## src/rtl/aft_pkg.sv

```systemverilog
package aft_pkg;
  localparam int unsigned BYTE_W  = 8;
  localparam int unsigned CHAR_W  = BYTE_W + 1;
  localparam int unsigned REST_W  = CHAR_W + 3;
  localparam int unsigned CNT_W   = $clog2(REST_W + 1);

  typedef enum logic [1:0] {
    PAR_NONE = 2'b00,
    PAR_RSVD = 2'b01,
    PAR_EVEN = 2'b10,
    PAR_ODD  = 2'b11
  } par_e;

  typedef struct packed {
    logic [2:0] size;
    par_e       par;
    logic       two_stop;
  } fmt_t;

  function automatic logic [CNT_W-1:0] data_bits(input logic [2:0] code);
    case (code)
      3'b000:  data_bits = CNT_W'(5);
      3'b001:  data_bits = CNT_W'(6);
      3'b010:  data_bits = CNT_W'(7);
      3'b111:  data_bits = CNT_W'(9);
      default: data_bits = CNT_W'(8);
    endcase
  endfunction

  function automatic logic par_on(input par_e p);
    par_on = (p == PAR_EVEN) || (p == PAR_ODD);
  endfunction

  function automatic logic parity_of(input logic [CHAR_W-1:0] d,
                                     input logic [CNT_W-1:0] n,
                                     input logic odd);
    logic p;
    p = odd;
    for (int i = 0; i < CHAR_W; i++)
      if (CNT_W'(i) < n) p = p ^ d[i];
    parity_of = p;
  endfunction

  // Bits sent after the start bit.
  function automatic logic [CNT_W-1:0] rest_len(input fmt_t f);
    rest_len = data_bits(f.size) + CNT_W'(par_on(f.par)) + CNT_W'(1)
             + CNT_W'(f.two_stop);
  endfunction

  // Bits after the start bit, first to send in bit 0, stop bits left at 1.
  function automatic logic [REST_W-1:0] rest_bits(input logic [CHAR_W-1:0] d,
                                                  input fmt_t f);
    logic [REST_W-1:0] v;
    logic [CNT_W-1:0]  n;
    v = '1;
    n = data_bits(f.size);
    for (int i = 0; i < CHAR_W; i++)
      if (CNT_W'(i) < n) v[i] = d[i];
    if (par_on(f.par)) v[n] = parity_of(d, n, f.par == PAR_ODD);
    rest_bits = v;
  endfunction
endpackage

```

## src/rtl/aft_cfg_regs.sv

```systemverilog
module aft_cfg_regs
  import aft_pkg::*;
(
  input  logic       clk,
  input  logic       rst_n,
  input  logic       ctl_wr,
  input  logic [1:0] ctl_size_lo,
  input  logic [1:0] ctl_par,
  input  logic       ctl_two_stop,
  input  logic       aux_wr,
  input  logic       aux_size_hi,
  input  logic       aux_bit8,
  output fmt_t       fmt,
  output logic       bit8
);
  logic [1:0] size_lo_q;
  par_e       par_q;
  logic       stop_q;
  logic       size_hi_q;
  logic       bit8_q;

  always_ff @(posedge clk or negedge rst_n) begin
    if (!rst_n) begin
      size_lo_q <= 2'b11;
      par_q     <= PAR_NONE;
      stop_q    <= 1'b0;
    end else if (ctl_wr) begin
      size_lo_q <= ctl_size_lo;
      par_q     <= par_e'(ctl_par);
      stop_q    <= ctl_two_stop;
    end
  end

  always_ff @(posedge clk or negedge rst_n) begin
    if (!rst_n) begin
      size_hi_q <= 1'b0;
      bit8_q    <= 1'b0;
    end else if (aux_wr) begin
      size_hi_q <= aux_size_hi;
      bit8_q    <= aux_bit8;
    end
  end

  assign fmt  = '{size: {size_hi_q, size_lo_q}, par: par_q, two_stop: stop_q};
  assign bit8 = bit8_q;
endmodule

```

## src/rtl/aft_hold_buf.sv

```systemverilog
module aft_hold_buf
  import aft_pkg::*;
(
  input  logic              clk,
  input  logic              rst_n,
  input  logic              data_wr,
  input  logic [BYTE_W-1:0] data_in,
  input  logic              bit8,
  input  logic              take,
  output logic              full,
  output logic [CHAR_W-1:0] char_q
);
  always_ff @(posedge clk or negedge rst_n) begin
    if (!rst_n) begin
      full   <= 1'b0;
      char_q <= '0;
    end else begin
      full <= (full && !take) || data_wr;
      if (data_wr) char_q <= {bit8, data_in};
    end
  end
endmodule

```

## src/rtl/aft_shifter.sv

```systemverilog
module aft_shifter
  import aft_pkg::*;
(
  input  logic              clk,
  input  logic              rst_n,
  input  logic              baud_tick,
  input  logic              full,
  input  logic [CHAR_W-1:0] char_d,
  input  fmt_t              fmt,
  output logic              take,
  output logic              txd,
  output logic              busy
);
  logic [REST_W-1:0] sreg;
  logic [CNT_W-1:0]  left;
  logic              last_bit;

  assign last_bit = busy && (left == '0);
  assign take     = baud_tick && full && (!busy || last_bit);

  always_ff @(posedge clk or negedge rst_n) begin
    if (!rst_n) begin
      txd  <= 1'b1;
      busy <= 1'b0;
      sreg <= '1;
      left <= '0;
    end else if (take) begin
      txd  <= 1'b0;
      busy <= 1'b1;
      sreg <= rest_bits(char_d, fmt);
      left <= rest_len(fmt);
    end else if (baud_tick && busy) begin
      if (last_bit) begin
        txd  <= 1'b1;
        busy <= 1'b0;
      end else begin
        txd  <= sreg[0];
        sreg <= {1'b1, sreg[REST_W-1:1]};
        left <= left - CNT_W'(1);
      end
    end
  end
endmodule

```

## src/rtl/async_frame_tx.sv

```systemverilog
module async_frame_tx
  import aft_pkg::*;
(
  input  logic       clk,
  input  logic       rst_n,
  input  logic       baud_tick,
  input  logic       ctl_wr,
  input  logic [1:0] ctl_size_lo,
  input  logic [1:0] ctl_par,
  input  logic       ctl_two_stop,
  input  logic       aux_wr,
  input  logic       aux_size_hi,
  input  logic       aux_bit8,
  input  logic       data_wr,
  input  logic [7:0] data_in,
  output logic       txd,
  output logic       busy,
  output logic       buf_empty
);
  fmt_t              fmt;
  logic              bit8;
  logic              full;
  logic [CHAR_W-1:0] char_q;
  logic              load_evt;

  aft_cfg_regs u_cfg (
    .clk(clk), .rst_n(rst_n),
    .ctl_wr(ctl_wr), .ctl_size_lo(ctl_size_lo), .ctl_par(ctl_par),
    .ctl_two_stop(ctl_two_stop),
    .aux_wr(aux_wr), .aux_size_hi(aux_size_hi), .aux_bit8(aux_bit8),
    .fmt(fmt), .bit8(bit8)
  );

  aft_hold_buf u_buf (
    .clk(clk), .rst_n(rst_n),
    .data_wr(data_wr), .data_in(data_in), .bit8(bit8),
    .take(load_evt), .full(full), .char_q(char_q)
  );

  aft_shifter u_shf (
    .clk(clk), .rst_n(rst_n), .baud_tick(baud_tick),
    .full(full), .char_d(char_q), .fmt(fmt),
    .take(load_evt), .txd(txd), .busy(busy)
  );

  assign buf_empty = !full;
endmodule

```

## config.mk

```make
export PLATFORM = sky130hd
export DESIGN_NAME = async_frame_tx
export DESIGN_NICKNAME = d
export VERILOG_FILES = /design/src/rtl/aft_pkg.sv /design/src/rtl/aft_cfg_regs.sv /design/src/rtl/aft_hold_buf.sv /design/src/rtl/aft_shifter.sv /design/src/rtl/async_frame_tx.sv
export SDC_FILE = /design/constraint.sdc
export NUM_CORES = 1
export LEC_CHECK = 0
export CAP_MARGIN = 10
export CORE_MARGIN = 4
export CORE_UTILIZATION = 55
export DETAILED_ROUTE_END_ITERATION = 8
export PLACE_DENSITY = 0.79
export SLEW_MARGIN = 20
export SYNTH_ARGS = -nofsm -noshare
export SYNTH_HDL_FRONTEND = slang
export SYNTH_SLANG_ARGS = --single-unit
export TNS_END_PERCENT = 30
```

## constraint.sdc

```tcl
create_clock -name clk -period 3.1 [get_ports clk]
set_input_delay 0.31 -clock clk [delete_from_list [all_inputs] [get_ports clk]]
set_output_delay 0.31 -clock clk [all_outputs]
set_load 0.01 [all_outputs]
```

======== Word-level counts from Yosys, hierarchy flattened ========
Index checks and enable logic that the tools add are counted.
Widths: inputs -> output; s select.
word-level totals
  register bits ........................... 35
  word-level logic and storage cells ...... 122
  bits of input ports ..................... 21
  output and inout port bits .............. 3
cells by class
  reduce and logical (&&, ||, !) cells .... 18
  mux-type cells .......................... 63
  equality and inequality tests ........... 6
  $lt $le $gt $ge ......................... 11
  add/sub/neg operators ................... 4
  bitwise logic cells ..................... 9
operator list
  cell                 count
  $mux 1               52
  $mux 12              4
  $lt 3x4->1 const A   4
  $mux 4               4
  $pmux 4 s4           1
  $bwmux 12            1
  $xor 1x1->1          9
  $add 4x1->4          2
  $lt 1x4->1 const A   2
  $lt 2x4->1 const A   2
  $logic_and 1x1->1    6
  $lt 4x5->1 const B   1
  $add 4x1->4 const B  1
  $demux 1 s4          1
  $eq 2x2->1 const B   2
  $ge 4x1->1 const B   1
  $logic_not 4->1      1
  $lt 4x4->1 const A   1
  $reduce_and 2->1     2
  $reduce_bool 2->1    2
  $sub 4x1->4 const B  1
  $eq 3x1->1 const B   1
  $eq 3x2->1 const B   1
  $eq 3x3->1 const B   1
  other kinds (4)      8

======== Depth between registers and ports, before layout ========
  depth after elaboration ................. 44
  gate-level depth with buffers ........... 11
  mapped depth without buffers ............ 10

======== By module ========
A second synthesis with hierarchy kept.
unflattened totals
  cells, all modules ...................... 177
  area, all modules ....................... 1906.8 µm²
modules (own cells, without submodules)
  module          cells each  seq. area each (µm²)  area each (µm²)  times used
  aft_shifter     138         466.7                 1222.4           1
  aft_hold_buf    22          250.2                 409.1            1
  aft_cfg_regs    16          177.7                 271.5            1
  async_frame_tx  1           0.0                   3.8              1

======== Worst setup path before layout ========
Ideal clock, no wire load.
  path type ............................... register to register
  start point ............................. reg u_cfg.size_lo_q[0]
  end point ............................... reg u_shf.left[2]
  period minus slack after synthesis ...... 2.188 ns
  library setup time ...................... 0.137 ns
  path slack .............................. 0.912 ns
  required time ........................... 2.963 ns
  path buffers ............................ 1
  arrival ................................. 2.051 ns
  stages on the path, launching flop included .. 12
  path through ............................ dfstp_2 and2_1 buf_6 a21oi_1 ha_1 inv_1 ha_1 inv_1 fa_1 xnor2_1 o21ai_1 a21oi_1
on the way
  longest elaborated chain between the ends .. 7
  elaborated cells between the ends (all ways) .. 10
  those cells by class .................... add/sub: 3; eq/ne: 3; mux: 3; reduce/logical: 1
RTL lines
  element                                   RTL line            source
  start: declaration                        aft_cfg_regs.sv:16  logic [1:0] size_lo_q;
  start signal: assignment                  aft_cfg_regs.sv:28  size_lo_q <= ctl_size_lo;
  $eq 3x3->1, or another cell as far along  aft_pkg.sv:21       case (code)
  $pmux 4 s4 *                              aft_pkg.sv:21
  $mux 4 *                                  aft_shifter.sv:27   end else if (take) begin
  $add 4x1->4 * (2 in a row)                aft_pkg.sv:46       rest_len = data_bits(f.size) + CNT_W'(par_on(f.par)) + CNT_W'(1)
  $add 4x1->4 *                             aft_pkg.sv:47       + CNT_W'(f.two_stop);
  $mux 4 *                                  aft_shifter.sv:27
  end signal: assignment                    aft_shifter.sv:31   left <= rest_len(fmt);
  end signal: assignment                    aft_shifter.sv:39   left <= left - CNT_W'(1);
  end: declaration                          aft_shifter.sv:15   logic [CNT_W-1:0] left;
Every way passes the cells marked *; elsewhere a longest branch is shown, timed or not. The select of a mux whose other input is x is not followed.
A chain may end at the register's enable or synchronous reset.

======== Final worst setup path ========
  start point ............................. reg u_cfg.size_lo_q[0]
  end point ............................... reg u_shf.left[1]
Same word-level chain as after synthesis.

==> impl_summary.txt <==
----------------------------------------------------
[Setup path]
  Class of the most critical setup path ... flop to flop
  WP data arrival ... 2.68 ns
  Sort of element at the start of the critical path ... flop
  Type of element capturing the critical path ... flop
  Critical path data required time ... 3.33 ns
  Largest fanout of any net on the critical path ... 8

[Clocking]
  Clock slew at the register clock pins of the worst setup and hold paths ... 0.11 ns
  CTS tree ... built
  # H-tree levels ... 2
  CTS Hold Buffers Added ... 0
  Worst-Skew Late Latency ... ~0.35 ns
  Post-CTS Setup Repair Bufs ... 0
  Max Root-Sink Buffers ... 2
  Clock Tree Root ... sky130_fd_sc_hd__clkbuf_4
  Number of buffers added by the clock tree synthesis step ... 5
  Clock sink count ... 35
  Post-cts gate resize count ... 0

[Route]
  Routed wire length per instance ... 16.13 um
  DR vias/cell ... 5.722
  DR vias ... approximately 1500
  Total iterations of the first detailed-routing run ... 6
  Number of DRC markers in iteration 0 ... 112
  Detailed Route WL ... 4114 um
  Number of DRC violations after detailed routing ... 0
  Remaining antenna violation count ... 0

[Placed design]
  Placed wire-length estimate ... ~3100 um
  Gp weighted congestion ... 0.8203
  Placed instance area ... around 2200 sq um
  Port buffer count ... 23

[Flow run]
  Number of max-capacitance violations reported ... 0

[Layout]
  Fillers ... 280
  Nets@finish ... 235
  Leading cell type in the layout, fill and taps excluded ... sky130_fd_sc_hd__clkdlybuf4s50_1
  Post-route standard cell area excluding fillers ... about 2200 sq um
  Commonest non-fill, non-tap cells in the layout ... sky130_fd_sc_hd__clkdlybuf4s50_1, sky130_fd_sc_hd__dfrtp_1, sky130_fd_sc_hd__nand2_1, sky130_fd_sc_hd__mux2_2, sky130_fd_sc_hd__dfstp_2
  P&R area growth vs syn ... 16.23%
  Area taken by flip-flops and latches ... ~890 sq um
  Proportion of layout cells with a drive suffix above 1 ... 24.88%
  Combined area of the multi-input logic cells ... between 900 and 1000 sq um
  End-of-flow core utilization ... 66.59%
  Antenna fix cells ... 0

[Floorplan]
  Site row count ... 21
  Floorplan die width ... 66.96 um
  Starting utilization of the core area ... 57.29%
  Die Outline Area ... 4484 sq um
  Core area ... 3337 sq um
  # IOs ... 24
  Die Ht ... 66.96 um

[Yosys]
  Mean Syn Cell Area ... 10.45 sq um
  Number of flops mapped to enable cells by yosys ... 0
  Number of distinct library cells after synthesis ... 41
  Summed instance area of the synthesized netlist ... 1912 sq um
  Count of mapped cells out of synthesis ... 183
  Fraction of registers with async set/reset ... 100.0%
  Multiplexer share of the synthesized area ... 8.835%
  Syn Nets ... 210
  Synthesized-area fraction occupied by xor and xnor cells ... 5.366%
  Part of the Yosys area used for sequential elements ... 46.79%
  Fraction of the mapped netlist area in adder cells ... under 10%
  Basic-gate share of the synthesized area counting and, or, nand and nor cells ... 12.70%
  Warnings, synthesis ... 0
  Area fraction in compound gates after synthesis ... 16.56%
  Count of state elements after synthesis ... 35
  Portion of synthesized cell area occupied by the leading cell type ... around a quarter
  Leading post-synthesis cells by cell area ... sky130_fd_sc_hd__dfrtp_1, sky130_fd_sc_hd__dfstp_2, sky130_fd_sc_hd__mux2_2
  Top FF cell, synth ... sky130_fd_sc_hd__dfrtp_1
  Largest family of logic cells by synthesized area ... compound AO/OA/AOI/OAI gates
  Cell type with the largest total area after synthesis ... sky130_fd_sc_hd__dfrtp_1

[Global routing]
  Via count of the first global-routing pass ... 1512
  GRT Overall Usage ... 20.61%
  GR met2 Demand/Resource ... 33.66%
  First-pass GRT wire length ... 6810 um
  Maximum number of pins on one net before global-route repair ... 25
  Gr busiest metal ... met2
  Met1 Usage GRT ... 24.89%
  Global-route met3 utilization ... 5.902%
  Remaining Overflow, GRT ... 0
  Initial antenna violation count ... 0

[Power]
  Total power ... 1474 uW
  Power density relative to cell area ... 663.1 nW/um^2
  Leakage power summed over all cells ... 0.0008939 uW
  Maximum ir drop on the vdd rail ... 408.5 uV

[Timing]
  Final-report max-slew violation count ... 0
  Final Hold Viols ... 0
  Setup Skew ... slightly above 0.005 ns
  Hold slack ... 0.4714 ns
  Slew Limit Headroom ... 50.28%
  Number of setup violations in the final report ... 0
  RSZ-0062 raised after global routing ... false
  Transition time of the tightest slew-check pin ... 0.7443 ns
  Period utilisation layout ... 79.10%
  Setup total negative slack ... 0 ns
  Crit path time final ... 2.452 ns
  Maximum achievable frequency ... 407.8 MHz

[Status]
  Result of the run ... finished, final reports clean

[Worst hold path]
  Class of the most critical hold timing path ... input port to async pin

----------------------------------------------------
state kept, by name, summed over array words and instances, names as in the netlist:
| name | cells |
|---|---|
| u_buf.full | 1 |
| u_cfg.par_q | 2 |
| u_buf.char_q | 9 |
| u_cfg.bit8 | 1 |
| u_shf.txd | 1 |
| u_shf.busy | 1 |
| u_shf.sreg | 12 |
| u_shf.left | 4 |
| u_cfg.stop_q | 1 |
| u_cfg.size_hi_q | 1 |
| u_cfg.size_lo_q | 2 |
synthesized netlist by cell type (2+ instances only):
| cell type | n |
|---|---|
| sky130_fd_sc_hd__dfrtp_1 | 20 |
| sky130_fd_sc_hd__nor2_1 | 10 |
| sky130_fd_sc_hd__nor2b_1 | 2 |
| sky130_fd_sc_hd__nor3_1 | 5 |
| sky130_fd_sc_hd__o21ai_0 | 7 |
| sky130_fd_sc_hd__xnor2_1 | 8 |
| sky130_fd_sc_hd__nor3b_1 | 2 |
| sky130_fd_sc_hd__ha_1 | 5 |
| sky130_fd_sc_hd__inv_1 | 9 |
| sky130_fd_sc_hd__o21ai_1 | 7 |
| sky130_fd_sc_hd__or2b_2 | 2 |
| sky130_fd_sc_hd__nand3_1 | 5 |
| sky130_fd_sc_hd__o22ai_1 | 7 |
| sky130_fd_sc_hd__a32oi_1 | 3 |
| sky130_fd_sc_hd__a21oi_1 | 14 |
| sky130_fd_sc_hd__nand2b_1 | 2 |
| sky130_fd_sc_hd__clkbuf_1 | 6 |
| sky130_fd_sc_hd__mux2_2 | 15 |
| sky130_fd_sc_hd__buf_6 | 3 |
| sky130_fd_sc_hd__nand2_1 | 16 |
| sky130_fd_sc_hd__dfstp_2 | 15 |
cells by family after synthesis:
group,after synthesis
AOI/OAI and AO/OA,49
xor gates and xnor gates,10
muxes,15
buffers and inverters,19
adders and majority gates,6
and+or+nand+nor,49
DFF,35
worst paths after layout:
kind,startpoint,end,slack [ns],depth (start not counted)
max in group asynchronous,rst_n,u_shf.sreg[8],2.01,3
min,rst_n,u_shf.left[3],0.47,2
min reg2reg,u_shf.sreg[9],u_shf.sreg[9],0.48,2
max,u_cfg.size_lo_q[0],u_shf.left[1],0.65,10
min in group clk,u_shf.sreg[9],u_shf.sreg[9],0.48,2
max reg2reg,u_cfg.size_lo_q[0],u_shf.left[1],0.65,10
worst max-delay path: stages, from the launching register on:
cell and delay [ns]:
sky130_fd_sc_hd__dfstp_2 0.61, sky130_fd_sc_hd__and2_1 0.32, sky130_fd_sc_hd__a21oi_1 0.12, sky130_fd_sc_hd__ha_1 0.31, sky130_fd_sc_hd__inv_1 0.06, sky130_fd_sc_hd__ha_1 0.15
sky130_fd_sc_hd__inv_1 0.05, sky130_fd_sc_hd__fa_1 0.49, sky130_fd_sc_hd__o22ai_1 0.07, sky130_fd_sc_hd__nand2_1 0.08, sky130_fd_sc_hd__o21ai_1 0.06
cell type report:
class,instances,share of cell area (%)
Tap cell,46,2.590
Clock inverter,3,0.9009
Timing Repair Buffer,28,11.94
Sequential cell,35,40.26
Clock buffer,5,1.689
Multi-Input combinational cell,129,41.10
Inverter,9,1.520
power breakdown:
part           total, uW  switching (uW)  internal [uW]
Combinational        515             265            249
Sequential           707            95.7            611
Clock                252             165           86.4
Total               1470             527            947
through the flow:
stage / std cells / setup slack [ns]
after floorplan: 183 / 0.9119
after global placement: 246 / 0.6917
after detailed placement: 246 / 0.6408
after CTS: 254 / 0.6248
after global routing: 255 / 0.3846
final: 255 / 0.6478
per-layer routing:
metal | part of all wire (%) | vias to the layer above
li1 | - | 694
met1 | 45 | 710
met2 | 48 | 45
met3 | 4.5 | 10
met4 | 2.2 | 0
met5 | 0 | -
(Power assumes the default switching activity.)
